$ cat src/rtl/mdrv_i2c_pkg.sv
package mdrv_i2c_pkg;

   typedef enum logic [2:0] {
      ST_IDLE,
      ST_ADDR,
      ST_AACK,
      ST_WBYTE,
      ST_WACK,
      ST_RBYTE,
      ST_RACK
   } bus_st_e;

   // Three-level strap code to address digit: low 0, open 1, high 2
   function automatic logic [1:0] strap_digit(input logic [1:0] code);
      if (code[1])
         return 2'd1;
      else if (code[0])
         return 2'd2;
      else
         return 2'd0;
   endfunction

endpackage

$ cat src/rtl/mdrv_line_filter.sv
module mdrv_line_filter #(
   parameter int LINES    = 2,
   parameter int SYNC_LEN = 2,
   parameter int FILT_LEN = 3
) (
   input  logic             clk,
   input  logic             rst_n,
   input  logic [LINES-1:0] raw_i,
   output logic [LINES-1:0] clean_o
);
   localparam int CW = (FILT_LEN < 2) ? 1 : $clog2(FILT_LEN + 1);

   for (genvar g = 0; g < LINES; g++) begin : g_line
      logic [SYNC_LEN-1:0] sync_q;
      always_ff @(posedge clk or negedge rst_n) begin
         if (!rst_n) sync_q <= '1;
         else        sync_q <= {sync_q[SYNC_LEN-2:0], raw_i[g]};
      end

      if (FILT_LEN == 0) begin : g_bypass
         assign clean_o[g] = sync_q[SYNC_LEN-1];
      end else begin : g_filter
         logic          lvl_q;
         logic [CW-1:0] run_q;
         always_ff @(posedge clk or negedge rst_n) begin
            if (!rst_n) begin
               lvl_q <= 1'b1;
               run_q <= '0;
            end else if (sync_q[SYNC_LEN-1] == lvl_q) begin
               run_q <= '0;
            end else if (run_q == CW'(FILT_LEN - 1)) begin
               lvl_q <= sync_q[SYNC_LEN-1];
               run_q <= '0;
            end else begin
               run_q <= run_q + 1'b1;
            end
         end
         assign clean_o[g] = lvl_q;
      end
   end
endmodule

$ cat src/rtl/mdrv_addr_strap.sv
module mdrv_addr_strap #(
   parameter logic [6:0] BASE7 = 7'h60
) (
   input  logic       clk,
   input  logic       rst_n,
   input  logic [1:0] a1_code_i,
   input  logic [1:0] a0_code_i,
   output logic [3:0] idx_o,
   output logic [6:0] own_addr_o
);
   import mdrv_i2c_pkg::*;

   logic [3:0] idx_q;
   logic [3:0] idx_d;

   assign idx_d = 4'(strap_digit(a1_code_i)) * 4'd3 + 4'(strap_digit(a0_code_i));

   // Capture only while reset is held; no reset value on purpose
   always_ff @(posedge clk) begin
      if (!rst_n) idx_q <= idx_d;
   end

   assign idx_o      = idx_q;
   assign own_addr_o = BASE7 + 7'(idx_q);
endmodule

$ cat src/rtl/mdrv_reg_bank.sv
module mdrv_reg_bank #(
   parameter int DW     = 8,
   parameter int FLAG_W = 4
) (
   input  logic              clk,
   input  logic              rst_n,
   input  logic              wr_en_i,
   input  logic              wr_sel_i,
   input  logic [DW-1:0]     wr_data_i,
   input  logic              rd_sel_i,
   input  logic [FLAG_W-1:0] flags_i,
   output logic [DW-1:0]     rd_data_o,
   output logic [DW-1:0]     ctrl_o,
   output logic              clr_o
);
   localparam int PAD_W = DW - FLAG_W - 1;

   logic [DW-1:0] ctrl_q;
   logic [DW-1:0] fault_view;
   logic          clr_q;

   always_ff @(posedge clk or negedge rst_n) begin
      if (!rst_n) begin
         ctrl_q <= '0;
         clr_q  <= 1'b0;
      end else begin
         clr_q <= wr_en_i & wr_sel_i & wr_data_i[DW-1];
         if (wr_en_i && !wr_sel_i) ctrl_q <= wr_data_i;
      end
   end

   assign fault_view = {{PAD_W{1'b0}}, flags_i, |flags_i};
   assign rd_data_o  = rd_sel_i ? fault_view : ctrl_q;
   assign ctrl_o     = ctrl_q;
   assign clr_o      = clr_q;
endmodule

$ cat src/rtl/mdrv_i2c_regs.sv
module mdrv_i2c_regs #(
   parameter int         SYNC_LEN = 2,
   parameter int         FILT_LEN = 3,
   parameter logic [6:0] BASE7    = 7'h60
) (
   input  logic       clk,
   input  logic       rst_n,
   input  logic       scl_i,
   input  logic       sda_i,
   input  logic [1:0] a1_strap_i,
   input  logic [1:0] a0_strap_i,
   input  logic [3:0] flt_flags_i,
   output logic       sda_oe_o,
   output logic [7:0] ctrl_o,
   output logic       flt_clear_o
);
   import mdrv_i2c_pkg::*;

   localparam int DW = 8;
   localparam int BW = $clog2(DW + 1);

   if (SYNC_LEN < 2) begin : g_bad_sync
      $error("SYNC_LEN must be at least 2");
   end
   if (FILT_LEN < 0) begin : g_bad_filt
      $error("FILT_LEN must not be negative");
   end

   logic [1:0] clean;
   logic       scl_f, sda_f, scl_q, sda_q;
   logic       scl_rise, scl_fall, bus_start, bus_stop;
   logic [3:0] addr_idx;
   logic [6:0] own_addr;

   bus_st_e       state;
   logic [BW-1:0] bitcnt;
   logic [DW-1:0] shreg;
   logic          rw_q, sub_pend, nack_q, ptr, oe_q;
   logic          wr_en, fsm_idle;
   logic [DW-1:0] rd_data;

   mdrv_line_filter #(.LINES(2), .SYNC_LEN(SYNC_LEN), .FILT_LEN(FILT_LEN)) u_filt (
      .clk(clk), .rst_n(rst_n), .raw_i({scl_i, sda_i}), .clean_o(clean));

   mdrv_addr_strap #(.BASE7(BASE7)) u_strap (
      .clk(clk), .rst_n(rst_n), .a1_code_i(a1_strap_i), .a0_code_i(a0_strap_i),
      .idx_o(addr_idx), .own_addr_o(own_addr));

   assign scl_f = clean[1];
   assign sda_f = clean[0];

   always_ff @(posedge clk or negedge rst_n) begin
      if (!rst_n) begin
         scl_q <= 1'b1;
         sda_q <= 1'b1;
      end else begin
         scl_q <= scl_f;
         sda_q <= sda_f;
      end
   end

   assign scl_rise  = scl_f & ~scl_q;
   assign scl_fall  = ~scl_f & scl_q;
   assign bus_start = scl_f & scl_q & sda_q & ~sda_f;
   assign bus_stop  = scl_f & scl_q & ~sda_q & sda_f;

   always_ff @(posedge clk or negedge rst_n) begin
      if (!rst_n) begin
         state    <= ST_IDLE;
         bitcnt   <= '0;
         shreg    <= '0;
         rw_q     <= 1'b0;
         sub_pend <= 1'b0;
         nack_q   <= 1'b0;
         ptr      <= 1'b0;
         oe_q     <= 1'b0;
      end else if (bus_start) begin
         state  <= ST_ADDR;
         bitcnt <= '0;
         oe_q   <= 1'b0;
      end else if (bus_stop) begin
         state <= ST_IDLE;
         oe_q  <= 1'b0;
      end else begin
         case (state)
            ST_ADDR, ST_WBYTE: begin
               if (scl_rise) begin
                  shreg  <= {shreg[DW-2:0], sda_f};
                  bitcnt <= bitcnt + 1'b1;
               end else if (scl_fall && bitcnt == BW'(DW)) begin
                  bitcnt <= '0;
                  if (state == ST_WBYTE) begin
                     state <= ST_WACK;
                     oe_q  <= 1'b1;
                  end else if (shreg[DW-1:1] == own_addr) begin
                     state <= ST_AACK;
                     rw_q  <= shreg[0];
                     oe_q  <= 1'b1;
                  end else begin
                     state <= ST_IDLE;
                  end
               end
            end
            ST_AACK: if (scl_fall) begin
               if (rw_q) begin
                  state <= ST_RBYTE;
                  oe_q  <= ~rd_data[DW-1];
                  shreg <= {rd_data[DW-2:0], 1'b0};
               end else begin
                  state    <= ST_WBYTE;
                  oe_q     <= 1'b0;
                  sub_pend <= 1'b1;
               end
            end
            ST_WACK: if (scl_fall) begin
               state <= ST_WBYTE;
               oe_q  <= 1'b0;
               if (sub_pend) begin
                  ptr      <= shreg[0];
                  sub_pend <= 1'b0;
               end else begin
                  ptr <= ~ptr;
               end
            end
            ST_RBYTE: begin
               if (scl_rise) begin
                  bitcnt <= bitcnt + 1'b1;
               end else if (scl_fall) begin
                  if (bitcnt == BW'(DW)) begin
                     bitcnt <= '0;
                     oe_q   <= 1'b0;
                     ptr    <= ~ptr;
                     state  <= ST_RACK;
                  end else begin
                     oe_q  <= ~shreg[DW-1];
                     shreg <= {shreg[DW-2:0], 1'b0};
                  end
               end
            end
            ST_RACK: begin
               if (scl_rise) begin
                  nack_q <= sda_f;
               end else if (scl_fall) begin
                  if (nack_q) begin
                     state <= ST_IDLE;
                  end else begin
                     state <= ST_RBYTE;
                     oe_q  <= ~rd_data[DW-1];
                     shreg <= {rd_data[DW-2:0], 1'b0};
                  end
               end
            end
            default: state <= ST_IDLE;
         endcase
      end
   end

   assign wr_en    = (state == ST_WACK) & scl_fall & ~sub_pend & ~bus_start & ~bus_stop;
   assign fsm_idle = (state == ST_IDLE);

   mdrv_reg_bank #(.DW(DW), .FLAG_W(4)) u_bank (
      .clk(clk), .rst_n(rst_n), .wr_en_i(wr_en), .wr_sel_i(ptr), .wr_data_i(shreg),
      .rd_sel_i(ptr), .flags_i(flt_flags_i), .rd_data_o(rd_data), .ctrl_o(ctrl_o),
      .clr_o(flt_clear_o));

   assign sda_oe_o = oe_q;
endmodule

$ cat config.mk
export PLATFORM = sky130hd
export DESIGN_NAME = mdrv_i2c_regs
export DESIGN_NICKNAME = d
export VERILOG_FILES = /design/src/rtl/mdrv_i2c_pkg.sv /design/src/rtl/mdrv_line_filter.sv /design/src/rtl/mdrv_addr_strap.sv /design/src/rtl/mdrv_reg_bank.sv /design/src/rtl/mdrv_i2c_regs.sv
export SDC_FILE = /design/constraint.sdc
export NUM_CORES = 1
export LEC_CHECK = 0
export ABC_AREA = 1
export BUFFER_PORTS_ARGS = -buffer_cell sky130_fd_sc_hd__buf_2
export CAP_MARGIN = 20
export CORE_ASPECT_RATIO = 1.75
export CORE_MARGIN = 2
export CORE_UTILIZATION = 30
export DETAILED_ROUTE_END_ITERATION = 7
export PLACE_DENSITY_LB_ADDON = 0.12
export SLEW_MARGIN = 20
export SYNTH_ARGS = -nofsm -noshare
export SYNTH_HDL_FRONTEND = slang
export SYNTH_HIERARCHICAL = 1
export SYNTH_SLANG_ARGS = --single-unit
$ cat constraint.sdc
create_clock -name clk -period 1.94 [get_ports clk]
set_input_delay 0.388 -clock clk [delete_from_list [all_inputs] [get_ports clk]]
set_output_delay 0.388 -clock clk [all_outputs]
set_load 0.02 [all_outputs]
### Yosys cells after proc, flatten, opt, wreduce, memory -nomap -nowiden

Index checks and enable logic that the tools add are counted.

* add/subtract/negate cells: 5
* multipliers: 1
* eq/ne operators: 39
* mux-type cells: 68
* bitwise logic cells: 27
* reductions and logical operators: 20

Operator list (count)
* 2-to-1 mux 8 bit: 10
* != test 4 bit (second input constant): 13
* 2-to-1 mux 3 bit: 14
* one-hot mux 8 bit (4 select lines): 1
* 2-to-1 mux 4 bit: 7
* != test 2 bit (second input constant): 13
* 2-to-1 mux 1 bit: 22
* 2-to-1 mux 2 bit: 9
* one-hot mux 3 bit (5 select lines): 1
* NOT 1 bit: 14
* AND reduction 7 bit: 2
* AND 1 bit: 13
* AND reduction 12 bit: 1
* AND reduction 11 bit: 1
* == test 3 bit (second input constant): 3
* AND reduction 9 bit: 1
* one-hot mux 4 bit (2 select lines): 1
* adder 6 x 5 -> 7 bit (first input constant): 1
* == test 7 bit: 1
* nonzero test 7 bit: 1
* == test 3 x 2 -> 1 bit (second input constant): 2
* AND reduction 6 bit: 1
* != test 5 bit (second input constant): 1
* one-hot mux 1 bit (5 select lines): 1
* 19 further kinds: 26

* flip-flop bits (word level): 45
* input port bits: 12
* output and inout port bits: 10
* word-level logic and storage cells: 179

### Longest topological paths before layout

* depth in word-level cells: 9
* mapped depth: 12

### By module

Netlist, hierarchy kept.

Modules (own cells, without submodules)
* mdrv_i2c_regs: instances 1, cells an instance 222, area an instance 1575.3 um^2, sequential area each 553.0 um^2
* mdrv_reg_bank: instances 1, cells an instance 64, area an instance 466.7 um^2, sequential area each 225.2 um^2
* mdrv_line_filter: instances 1, cells an instance 44, area an instance 395.4 um^2, sequential area each 257.7 um^2
* mdrv_addr_strap: instances 1, cells an instance 30, area an instance 280.3 um^2, sequential area each 120.1 um^2

### Worst setup path after synthesis

OpenSTA, ideal clock, no wires.

* path type: register to register
* from: reg u_filt.g_line[1].g_filter.lvl_q
* to: reg shreg[5]
* arrival: 1.682 ns
* data required time: 1.866 ns
* setup slack: 0.184 ns
* cell stages (with the launch flop): 12
* buffers on the path: 2
* period minus slack after synthesis: 1.756 ns
* cells stage by stage: dfstp_2 -> buf_4 -> ha_1 -> nand3_2 -> nand2_1 -> inv_1 -> nand4_1 -> nor2_1 -> nand2_2 -> buf_6 -> nand2_1 -> o21ai_2

* word-level cells in the longest chain between the ends: 5
* elaborated cells on any way between the ends: 17

RTL lines
* from (decl): line mdrv_line_filter.sv:23 `logic lvl_q;`
* from (signal assigned): line mdrv_line_filter.sv:32 `lvl_q <= sync_q[SYNC_LEN-1];`
* AND 1 bit: line mdrv_i2c_regs.sv:64, mdrv_i2c_regs.sv:65
* AND 1 bit, on equally long branches (2 in series): line mdrv_i2c_regs.sv:64, mdrv_i2c_regs.sv:65
* NOT 1 bit (no line)
* AND reduction 12 bit (no line) *
* to (signal assigned): line mdrv_i2c_regs.sv:88 `shreg <= {shreg[DW-2:0], sda_f};`
* to (signal assigned): line mdrv_i2c_regs.sv:108 `shreg <= {rd_data[DW-2:0], 1'b0};`
* to (signal assigned): line mdrv_i2c_regs.sv:136 `shreg <= {shreg[DW-2:0], 1'b0};`
* to (decl): line mdrv_i2c_regs.sv:37 `logic [DW-1:0] shreg;`

Every way passes the cells marked *; elsewhere a longest branch is shown, timed or not.
A chain may end at the register's enable or synchronous reset.

### Final worst setup path

* from: reg u_filt.g_line[1].g_filter.lvl_q
* to: reg u_bank.ctrl_q[3] (netlist: u_bank/ctrl_o[3])

* word-level cells in the longest chain between the ends: 7
* elaborated cells on any way between the ends: 14

RTL lines
* NOT 1 bit or AND 1 bit (tied branches): line mdrv_i2c_regs.sv:63, mdrv_i2c_regs.sv:64, mdrv_i2c_regs.sv:65
* AND 1 bit, on equally long branches: line mdrv_i2c_regs.sv:63, mdrv_i2c_regs.sv:64
* AND 1 bit, on equally long branches: line mdrv_i2c_regs.sv:158, mdrv_i2c_regs.sv:64
* AND 1 bit or NOT 1 bit (tied branches)
* AND 1 bit: line mdrv_i2c_regs.sv:158 `assign wr_en = (state == ST_WACK) & scl_fall & ~sub_pend & ~bus_start & ~bus_stop;`
* AND 1 bit *: line mdrv_i2c_regs.sv:158
* net wr_en: line mdrv_i2c_regs.sv:39 `logic wr_en, fsm_idle;`
* logical AND 1 bit *: line mdrv_reg_bank.sv:28 `if (wr_en_i && !wr_sel_i) ctrl_q <= wr_data_i;`
* to (signal assigned): line mdrv_reg_bank.sv:28
* to (decl): line mdrv_reg_bank.sv:18 `logic [DW-1:0] ctrl_q;`

The timed path passes the listed nets; every way through them passes the cells marked *.

==> results.json <==
{
  "routed_wl_um": 6360,
  "syn_area_mm2": 0.00272,
  "yosys.area_share.simple": 0.299,
  "ys_seq_area_frac": 0.425,
  "grt_overflow": 0,
  "critPathLaunchType": "flip-flop",
  "crit_buf_inv": 2,
  "synthMuxAreaShare": 0.0147,
  "h-tree-depth": 2,
  "powerDensity_mw_per_mm2": 1520,
  "die_x_um": 75.9,
  "drt_iter0_drc": 114,
  "antenna_left": 0,
  "fillCellCount": 977,
  "crit_path_cell_trace": "ha_2, nand3_4, nand2_1, buf_4, nor4_4, buf_4, nand2_4, nand2_1, nand2_1",
  "cts_hold_buf": 0,
  "skew_ps": 5.69,
  "required_ps": 2120,
  "relSlewSlack": 0.635,
  "drive_above_1_share": 0.207,
  "crit_cells": 9,
  "async_reset_ff_frac": 0.911,
  "die_area_mm2": 0.00987,
  "wl_per_cell_um": 12.6,
  "area_growth_pct": 16.0,
  "outcome": "completed",
  "ys_ff_latch": 45,
  "whs_path_depth": 1,
  "synth-compound-area-share": 0.0866,
  "fmax_mhz": 561,
  "syn-mean-instance-area_um2": 7.55,
  "setup_viol_count_final": 0,
  "stdcell_area_mm2": 0.00315,
  "cpLargestDelayFamily": "simple AND/OR/NAND/NOR gates",
  "vias_per_cell": 4.48,
  "yosys.area_share.adder": 0.0396,
  "core_mm2": 0.00892,
  "drc": 0,
  "setup_tns_ps": 0,
  "grt_pass1_vias": 2278,
  "crit_arrival_ps": 1960,
  "cts_tree": "built",
  "io_buffer_count": 21,
  "via_count": 2273,
  "grt_pass1_wl_um": 10900,
  "synthCells": 360,
  "first_pass_iters": 6,
  "path_common_cell": "nand2_1",
  "finalMaxSlewViolations": 0,
  "num_rows": 46,
  "hold_path.class": "in2reg",
  "clkLatencyLatePin_ps": 280,
  "tightest_slew_ps": 547,
  "criticalPathCategory": "reg2reg",
  "ir_worst_vdd_v": 0.000740,
  "power.total_mw": 4.79,
  "cp_max_fo": 9,
  "antennaDiodeCount": 0,
  "hold_violations": 0,
  "synth-main-ff-cell": "dfrtp_1",
  "cts_buffers": 5,
  "endpoint_kind": "flip-flop",
  "path_clk_slew_ps": 60,
  "root_buffer": "clkbuf_16",
  "synth_edf_count": 4,
  "die_h_um": 130,
  "ys_types": 38,
  "cpPeakStageDelay_ps": 400,
  "place.gp.congestion": 0.814,
  "period_share": 0.919,
  "cts.sinks": 45,
  "nets": 406,
  "synth_top_family_by_area": "simple AND/OR/NAND/NOR gates",
  "crit_slowest_cell": "dfstp_2",
  "io_pins": 22,
  "start_util": 0.305,
  "layout_min_cycle_time_ps": 1780,
  "leakage_nw": 1.65,
  "maxCapViolations": 0,
  "antenna_found_initial": 0,
  "dpl.hpwl_um": 4940,
  "yosysWarnings": 6,
  "synth-xor-area-share": 0.0129,
  "grt_max_degree": 42,
  "reg2reg_depth": 9,
  "clk_path_buf_depth": 2,
  "grt.total_usage": 0.141,
  "placed_cell_area_mm2": 0.00294,
  "rsz0062_at_grt": "false"
}
[layout make-up]
type,instances,area [um2],area share
repair buffers,33,211,0.0671
inverters,56,210,0.0667
clock buffers,8,146,0.0464
well taps,120,150,0.0476
flip-flops and latches,45,1160,0.367
multi-input cells,245,1280,0.406
[where the power goes]
part / switching [mW] / internal, mW
Clock: 0.350 / 0.514
Sequential: 0.338 / 1.29
Combinational: 1.43 / 0.863
Total: 2.12 / 2.67
[registers in the layout, indices dropped and copies added (netlist names), 2 cells and up]
register	cells
u_filt/g_line.g_filter.run_q	4
u_filt/g_line.sync_q	4
shreg	8
u_bank/ctrl_o	8
state	3
u_filt/g_line.g_filter.lvl_q	2
bitcnt	4
u_strap/idx_o	4
[cell usage after synthesis (3+ instances only)]
master    instances  area share
mux2i_1           4       0.015
dfstp_2           8       0.077
nand3_2           3       0.011
nand2_1         116        0.16
o21ai_1           6       0.011
o21ai_2           9       0.029
dfrtp_1          33        0.30
nor2_1           29       0.040
a21oi_1           7       0.013
o21ai_0          11       0.020
xnor2_1           3      0.0097
nand4_1           5       0.012
edfxtp_1          4       0.044
inv_2             8       0.011
ha_1              7       0.032
nand2_2           3      0.0069
nand3_1          23       0.042
buf_4            11       0.030
inv_1            48       0.066
[kinds of logic after synthesis]
family                     after synthesis
other                                    2
buffers and inverters                   71
and+or+nand+nor                        188
adders and majority gates                8
AOI/OAI and AO/OA                       38
xor gates and xnor gates                 4
DFF                                     45
muxes                                    4
[metal layers]
metal	track usage	wire length, um	share of wire	vias to the layer above
met4	0.0652	220	0.035	0
met1	0.143	2430	0.38	1067
li1	-	-	-	1161
met5	0	0	0	-
met3	0.0194	126	0.020	15
met2	0.283	3590	0.56	30
[cells in the final DEF, fill, tap and decap left out, types with 2 or more instances in the layout]
master,Yosys,final
o211ai_1,2,2
clkbuf_1,1,2
inv_1,48,48
nand3_1,23,22
nand3_2,3,3
ha_1,7,5
nor2_1,29,27
nand2_2,3,3
o21ai_2,9,9
a21oi_1,7,7
dfrtp_1,33,33
buf_2,1,21
o21ai_1,6,6
ha_2,0,2
conb_1,2,3
xnor2_1,3,3
nor2_2,1,3
edfxtp_1,4,4
nand4_1,5,5
clkbuf_16,0,5
nand3_4,1,2
nand2_1,116,116
dfstp_2,8,8
mux2i_1,4,4
buf_4,11,10
inv_2,8,8
o21ai_0,11,11
[per-stage QoR]
stage,instances,worst slack (ps),util,hold WS (ps)
floorplan,361,184,-,92.4
global placement,495,99.7,0.329,348
detailed placement,495,74.4,0.329,349
CTS,503,50.6,0.345,190
global route,507,1.95,0.353,193
finish,507,156,0.353,199
[repair_timing]
action | CTS | global route
setup buffers | 0 | 3
setup endpoints to repair | 0 | 20
resized for setup | 0 | 9
[path summary, 6_finish.rpt]
| kind | startpoint | endpoint | slack (ps) |
|---|---|---|---|
| hold / removal | scl_i | u_filt/g_line[1].sync_q[0]$_DFF_PN1_ | 200 |
| max in group asynchronous | rst_n | u_filt/g_line[0].sync_q[1]$_DFF_PN1_ | 1300 |
| setup reg to reg | u_filt/g_line[1].g_filter.lvl_q$_DFFE_PN1P_ | u_bank/ctrl_o[3]$_DFFE_PN0P_ | 160 |
| setup / recovery | u_filt/g_line[1].g_filter.lvl_q$_DFFE_PN1P_ | u_bank/ctrl_o[3]$_DFFE_PN0P_ | 160 |
| hold reg to reg | u_filt/g_line[0].sync_q[0]$_DFF_PN1_ | u_filt/g_line[0].sync_q[1]$_DFF_PN1_ | 360 |
| min in group asynchronous | rst_n | u_bank/clr_o$_DFF_PN0_ | 250 |
Note: power is estimated with default switching activity, not from simulation.
